### src/rtl/dchain_pkg.sv
`timescale 1ns/1ps
package dchain_pkg;
    localparam int CW_W   = 32;
    localparam int HD_W   = 26;
    localparam int WORD_W = 10;

    typedef enum logic [1:0] {S_HUNT, S_CHECK, S_HEAD, S_PAY} rx_state_t;

    localparam logic [1:0] TY_BEAT = 2'd1;
    localparam logic [1:0] TY_DATA = 2'd2;

    localparam logic [HD_W-1:0] SYNC_DATA = 26'h2D36B0;

    // SECDED encode: data in non power-of-two positions, Hamming parity at 2^b, overall at 0
    function automatic logic [CW_W-1:0] secded_enc(input logic [HD_W-1:0] d);
        logic [CW_W-1:0] c;
        int k;
        c = '0;
        k = 0;
        for (int p = 1; p < CW_W; p++) begin
            if ((p & (p - 1)) != 0) begin
                c[p] = d[k];
                k++;
            end
        end
        for (int b = 0; b < 5; b++) begin
            logic x;
            x = 1'b0;
            for (int p = 1; p < CW_W; p++)
                if (((p >> b) & 1) == 1 && p != (1 << b)) x = x ^ c[p];
            c[1 << b] = x;
        end
        c[0] = ^c[CW_W-1:1];
        return c;
    endfunction

    localparam logic [CW_W-1:0] SYNC_CW = secded_enc(SYNC_DATA);
endpackage

### src/rtl/dchain_hdr_dec.sv
`timescale 1ns/1ps
module dchain_hdr_dec
    import dchain_pkg::*;
(
    input  logic [CW_W-1:0] cw,
    output logic [HD_W-1:0] data,
    output logic            dbl_err
);
    logic [4:0]      syn;
    logic            par;
    logic [CW_W-1:0] fixed;
    int              k;

    always_comb begin
        syn = '0;
        for (int p = 1; p < CW_W; p++)
            if (cw[p]) syn = syn ^ 5'(p);
        par     = ^cw;
        dbl_err = !par && (syn != 5'd0);
        fixed   = cw;
        if (par) fixed[syn] = ~cw[syn];
        data = '0;
        k    = 0;
        for (int p = 1; p < CW_W; p++) begin
            if ((p & (p - 1)) != 0) begin
                data[k] = fixed[p];
                k++;
            end
        end
    end
endmodule

### src/rtl/dchain_stuck_mon.sv
`timescale 1ns/1ps
module dchain_stuck_mon #(
    parameter int STUCK_N = 64
) (
    input  logic clk,
    input  logic rst_n,
    input  logic en,
    input  logic din,
    output logic stuck
);
    localparam int RW = $clog2(STUCK_N + 1);

    logic [RW-1:0] run_q;
    logic          prev_q;

    always_ff @(posedge clk or negedge rst_n) begin
        if (!rst_n) begin
            run_q  <= '0;
            prev_q <= 1'b0;
        end else if (en) begin
            prev_q <= din;
            if (din == prev_q && run_q != '0) begin
                if (run_q != RW'(STUCK_N)) run_q <= run_q + 1'b1;
            end else begin
                run_q <= RW'(1);
            end
        end
    end

    assign stuck = (run_q == RW'(STUCK_N));

    AST_STUCK_CLEARS: assert property (@(posedge clk) disable iff (!rst_n)
        (en && din != prev_q) |=> !stuck);
endmodule

### src/rtl/dchain_rx_fsm.sv
`timescale 1ns/1ps
module dchain_rx_fsm
    import dchain_pkg::*;
#(
    parameter int LOCK_N = 3
) (
    input  logic            clk,
    input  logic            rst_n,
    input  logic            run,
    input  logic            din,
    input  logic            stuck,
    output logic            locked,
    output logic            wr,
    output logic            wr_hdr,
    output logic [HD_W-1:0] wr_data
);
    localparam int SW = $clog2(LOCK_N + 1);

    rx_state_t       state_q, state_d;
    logic [4:0]      bit_q, bit_d;
    logic [SW-1:0]   syncs_q, syncs_d;
    logic [9:0]      left_q, left_d;
    logic [CW_W-2:0] sh_q;
    logic [CW_W-1:0] sh_n;
    logic            wr_q, wr_d, hdr_q, hdr_d;
    logic [HD_W-1:0] data_q, data_d;
    logic [HD_W-1:0] dec_data;
    logic            dec_dbl;
    logic            hdr_end, word_end;

    assign sh_n     = {sh_q, din};
    assign hdr_end  = (bit_q == 5'(CW_W - 1));
    assign word_end = (bit_q == 5'(WORD_W - 1));

    dchain_hdr_dec u_dec (
        .cw      (sh_n),
        .data    (dec_data),
        .dbl_err (dec_dbl)
    );

    always_comb begin
        state_d = state_q;
        bit_d   = bit_q + 5'd1;
        syncs_d = syncs_q;
        left_d  = left_q;
        wr_d    = 1'b0;
        hdr_d   = hdr_q;
        data_d  = data_q;
        unique case (state_q)
            S_HUNT: begin
                bit_d = '0;
                if (sh_n == SYNC_CW) begin
                    state_d = S_CHECK;
                    syncs_d = SW'(1);
                end
            end
            S_CHECK: begin
                if (hdr_end) begin
                    bit_d = '0;
                    if (sh_n == SYNC_CW) begin
                        syncs_d = syncs_q + SW'(1);
                        if (syncs_q + SW'(1) == SW'(LOCK_N)) state_d = S_HEAD;
                    end else begin
                        state_d = S_HUNT;
                        syncs_d = '0;
                    end
                end
            end
            S_HEAD: begin
                if (hdr_end) begin
                    bit_d = '0;
                    if (dec_dbl) begin
                        state_d = S_HUNT;
                        syncs_d = '0;
                    end else if (dec_data[1:0] == TY_BEAT || dec_data[1:0] == TY_DATA) begin
                        wr_d   = 1'b1;
                        hdr_d  = 1'b1;
                        data_d = dec_data;
                        if (dec_data[1:0] == TY_DATA && dec_data[11:2] != 10'd0) begin
                            state_d = S_PAY;
                            left_d  = dec_data[11:2];
                        end
                    end
                end
            end
            S_PAY: begin
                if (word_end) begin
                    bit_d  = '0;
                    wr_d   = 1'b1;
                    hdr_d  = 1'b0;
                    data_d = HD_W'(sh_n[WORD_W-1:0]);
                    left_d = left_q - 10'd1;
                    if (left_q == 10'd1) state_d = S_HEAD;
                end
            end
        endcase
        if (stuck) begin
            state_d = S_HUNT;
            syncs_d = '0;
            bit_d   = '0;
            wr_d    = 1'b0;
        end
    end

    always_ff @(posedge clk or negedge rst_n) begin
        if (!rst_n) begin
            state_q <= S_HUNT;
            bit_q   <= '0;
            syncs_q <= '0;
            left_q  <= '0;
            sh_q    <= '0;
            wr_q    <= 1'b0;
            hdr_q   <= 1'b0;
            data_q  <= '0;
        end else if (run) begin
            state_q <= state_d;
            bit_q   <= bit_d;
            syncs_q <= syncs_d;
            left_q  <= left_d;
            sh_q    <= sh_n[CW_W-2:0];
            wr_q    <= wr_d;
            hdr_q   <= hdr_d;
            data_q  <= data_d;
        end else begin
            wr_q    <= 1'b0;
        end
    end

    assign locked  = (state_q == S_HEAD) || (state_q == S_PAY);
    assign wr      = wr_q;
    assign wr_hdr  = hdr_q;
    assign wr_data = data_q;

    AST_WR_WHILE_LOCKED: assert property (@(posedge clk) disable iff (!rst_n)
        wr_q |-> $past(locked));
    AST_NO_WR_FROZEN: assert property (@(posedge clk) disable iff (!rst_n)
        !run |=> !wr_q);
    AST_FROZEN_STATE: assert property (@(posedge clk) disable iff (!rst_n)
        !run |=> $stable(state_q));
    AST_DBL_DROPS_LOCK: assert property (@(posedge clk) disable iff (!rst_n)
        (run && !stuck && state_q == S_HEAD && hdr_end && dec_dbl) |=> (state_q == S_HUNT));
    AST_STUCK_UNLOCKS: assert property (@(posedge clk) disable iff (!rst_n)
        (run && stuck) |=> !locked);
endmodule

### src/rtl/dchain_rx.sv
`timescale 1ns/1ps
module dchain_rx
    import dchain_pkg::*;
#(
    parameter int STUCK_N = 64,
    parameter int LOCK_N  = 3
) (
    input  logic            clk,
    input  logic            rst_n,
    input  logic            en,
    input  logic            bypass,
    input  logic            din,
    input  logic            busy_in,
    input  logic            ser_in,
    input  logic            local_busy,
    output logic            link_out,
    output logic            busy_out,
    output logic            locked,
    output logic            stuck,
    output logic            buf_wr,
    output logic            buf_hdr,
    output logic [HD_W-1:0] buf_data
);
    logic run;

    assign run      = en && !bypass;
    assign link_out = bypass ? din : ser_in;
    assign busy_out = bypass ? busy_in : local_busy;

    dchain_stuck_mon #(.STUCK_N(STUCK_N)) u_stuck (
        .clk   (clk),
        .rst_n (rst_n),
        .en    (run),
        .din   (din),
        .stuck (stuck)
    );

    dchain_rx_fsm #(.LOCK_N(LOCK_N)) u_fsm (
        .clk     (clk),
        .rst_n   (rst_n),
        .run     (run),
        .din     (din),
        .stuck   (stuck),
        .locked  (locked),
        .wr      (buf_wr),
        .wr_hdr  (buf_hdr),
        .wr_data (buf_data)
    );
endmodule

### config.mk
export PLATFORM = sky130hd
export DESIGN_NAME = dchain_rx
export DESIGN_NICKNAME = d
export VERILOG_FILES = /design/src/rtl/dchain_pkg.sv /design/src/rtl/dchain_hdr_dec.sv /design/src/rtl/dchain_stuck_mon.sv /design/src/rtl/dchain_rx_fsm.sv /design/src/rtl/dchain_rx.sv
export SDC_FILE = /design/constraint.sdc
export NUM_CORES = 1
export LEC_CHECK = 0
export ABC_AREA = 1
export BUFFER_PORTS_ARGS = -buffer_cell sky130_fd_sc_hd__buf_2
export CORE_ASPECT_RATIO = 0.75
export CORE_UTILIZATION = 59
export DETAILED_ROUTE_END_ITERATION = 7
export GPL_TIMING_DRIVEN = 0
export PLACE_DENSITY_LB_ADDON = 0.12
export SLEW_MARGIN = 0
export SYNTH_ARGS = -nofsm -noshare
export SYNTH_HDL_FRONTEND = slang
export SYNTH_SLANG_ARGS = --single-unit
export TNS_END_PERCENT = 5
### constraint.sdc
create_clock -name clk -period 4.8 [get_ports clk]
set_input_delay 0.24 -clock clk [delete_from_list [all_inputs] [get_ports clk]]
set_output_delay 0.24 -clock clk [all_outputs]
set_load 0.05 [all_outputs]
==> flow_summary.yaml <==
setup_path:
  max_stage_delay_ps: 440
  end_kind: "flop"
  rrSetupSlack_ps: 440
  crit_start: "u_fsm.sh_q[2]"
  slowest_stage: "dfrtp_1"
  path_buf_inv: 7
  crit_fanout: 10
  required_ps: 5090
  path_delay_family: "simple AND/OR/NAND/NOR gates"
  cp-start-kind: "flop"
  r2r_end: "u_fsm.left_q[4]"
  r2r_start: "u_fsm.sh_q[2]"
  worstSetupPathType: "reg2reg"
  path_common_cell: "inv_1"
  crit_arrival_ps: 4640
  worstRegToRegCells: 29
cells_and_area:
  final_cell_mix: "nand2_1, inv_1, dfrtp_1"
  nets: 975
  final_common_cell: "nand2_1"
  drive_gt1_share_pct: 14.7
  synthToLayoutAreaGrowth_pct: 11.7
  instances_no_fill: 1079
  insertedDiodeCount: 0
worst_hold_path:
  hp-class: "in2reg"
  whs_endpoint: "u_fsm.sh_q[0]"
  min_from: "din"
  hold_depth: 3
placed_design:
  pre_cts_ws_ps: 339
  portBuffers: 39
  dp.cells: 1062
  place.gp.congestion: 0.953
  place.detailed.hpwl_um: 14100
sta:
  setup_tns_ps: 0
  worst_pin_slew_ps: 697
  hold_violations: 0
  period_share_pct: 90.8
  period_needed_ps: 4360
  fin_skew_ps: 9.34
  fin_ws_ps: 443
  rsz0062_at_grt: "no"
  slew_headroom_pct: 53.1
  hold_ws_ps: 178
  fmax_mhz: 230
  slew_violations: 0
  finalSetupViolCount: 0
synth:
  seq_area_frac_synth_pct: 33.3
  syn_area_per_cell_sq_um: 7.21
  synth_top_cell_by_area: "dfrtp_1"
  yosys_warnings: 0
  postSynthCellCount: 886
  ys_types: 47
  synth_nets: 923
  synth-edff-count: 0
  synthFlopType: "dfrtp_1"
  synth_seq_cells: 85
  ys_top_cells_by_area: "dfrtp_1, nand2_1, ha_1"
  synth_top_area_share_pct: 33.3
  async_reset_ff_share_pct: 100
  netlist_area_sq_um: 6390
clocking:
  root_buffer: "clkbuf_16"
  cts_tree: "built"
  clkSinkCount: 85
  clk_pin_slew_ps: 70
  cts_setup_buffers: 0
  clock_latency_ps: 350
  cts_buffer_depth: 2
  cts_max_level: 3
  cts_inserted_buffers: 9
drt:
  vias_per_cell: 5.72
  wl_per_cell_um: 16.9
  vias: 6169
  drt_iter0_drc: 638
  drt_first_pass_iters: 5
  postRouteAntennaNets: 0
  wirelength_um: 18300
  drcViolationCount: 0
global_routing:
  grt_usage_pct: 34.5
  grt_pass1_wl_um: 29500
  grt-ovfl-total: 0
  grt_start_max_net_pins: 58
  grt_pass1_vias: 5707
  antenna_found_initial: 0
power:
  power.leakage_nw: 3.75
  p_seq_share_pct: 16.8
  total_power_mw: 5.13
  power_density_nw_per_um2: 719
  p_switching_mw: 2.87
  swShare_pct: 55.9
  intPower_mw: 2.26
  peakVddDrop_mv: 0.582
  clkPwrFrac_pct: 14.5
  comb_power_share_pct: 68.7
run_status:
  status: "completed"
floorplan:
  dieWidth_um: 122
  fp-row-count: 32
  dieHeight_um: 92.1
  initial_utilization_pct: 61.4
  io_pins: 40
  core_area_sq_um: 10400
  die_area_sq_um: 11300
job:
  drv_cap: 0
[through the flow]
step	cell area, sq um	utilization (%)
4_1_cts	7100	68.2
6_report	7130	68.5
3_5_place_dp	6780	65.2
3_3_place_gp	6750	64.9
5_1_grt	7130	68.5
2_1_floorplan	6390	-
[state kept, by name (all words and copies together) (netlist names)]
signal and count:
u_fsm.sh_q 31, u_stuck.run_q 7, u_fsm.wr 1, u_fsm.syncs_q 2, u_fsm.wr_hdr 1, u_fsm.bit_q 5
u_fsm.state_q 2, u_fsm.wr_data 26, u_fsm.left_q 10
[worst max-delay path by stage]
stage | endpoint | slack (ps) | depth (start not counted)
2_1_floorplan | u_fsm.wr_data[16] | 1180 | 29
3_3_place_gp | u_fsm.wr_data[16] | 390 | 27
3_5_place_dp | u_fsm.wr_data[24] | 340 | 29
4_1_cts | u_fsm.wr_data[23] | 300 | 29
5_1_grt | u_fsm.wr_data[11] | 40 | 29
6_report | u_fsm.left_q[4] | 440 | 29
[power by group through the flow]
stage                     Combinational (mW)  Clock [mW]  Sequential [mW]
after detailed placement                3.37           0            0.872
after global placement                  3.27           0            0.870
after CTS                               3.40       0.746            0.860
after floorplan                         2.63           0            0.850
final                                   3.52       0.741            0.862
after global routing                    3.91       0.777            0.873
[final cells by class]
class / count / area, sq um
multi-input combinational: 667 / 3730
fill: 909 / 3280
sequential: 85 / 2130
inverter: 102 / 383
clock buffer: 12 / 256
timing repair buffer: 41 / 235
buffer: 32 / 178
tap: 136 / 170
clock inverter: 4 / 55.1
[Yosys cell counts (4+ instances only)]
| library cell | count |
|---|---|
| inv_1 | 85 |
| nor2_2 | 8 |
| nand2_2 | 12 |
| buf_2 | 6 |
| ha_1 | 29 |
| a21oi_1 | 20 |
| dfrtp_1 | 85 |
| nor2_1 | 56 |
| buf_6 | 4 |
| xor2_1 | 26 |
| nand4_1 | 8 |
| o311ai_0 | 15 |
| clkbuf_1 | 13 |
| nand3_2 | 12 |
| inv_2 | 15 |
| nand2_1 | 267 |
| xnor2_1 | 35 |
| nand3_1 | 56 |
| nor3_1 | 9 |
| o21ai_0 | 70 |
| a2bb2oi_1 | 8 |
| clkbuf_2 | 4 |
[metal layers]
metal	GRT usage, %	part of all wire (%)	vias up
li1	-	-	2960
met1	50.1	46	2899
met2	51.4	43	275
met3	6.97	9.0	35
met4	10.1	2.2	0
met5	0	0	-
[logic make-up after synthesis]
kind of cell | Yosys count | synth area share [%]
fa+ha+maj | 29 | 5.68
flops | 85 | 33.3
xor+xnor | 63 | 8.87
compound gates | 127 | 11.9
buf+inv | 134 | 8.72
simple gates | 446 | 31.2
mux | 2 | 0.333
[worst reg2reg max path, delay by kind of cell, from the launching register on]
| kind | cells | cell delay [ps] |
|---|---|---|
| AND/OR/NAND/NOR | 17 | 1740 |
| AO/OA/AOI/OAI | 2 | 280 |
| buffers and inverters | 7 | 930 |
| flip-flops | 1 | 440 |
| adder cells (fa/ha/maj) | 2 | 690 |
| XOR/XNOR | 1 | 210 |
[repair_timing]
action                     4_1_cts  5_1_grt
setup endpoints to repair        0       37
hold endpoints to repair        28        0
hold buffers                     1        0
resized for setup                0       11
No activity file was read; power rests on OpenSTA's default activity.
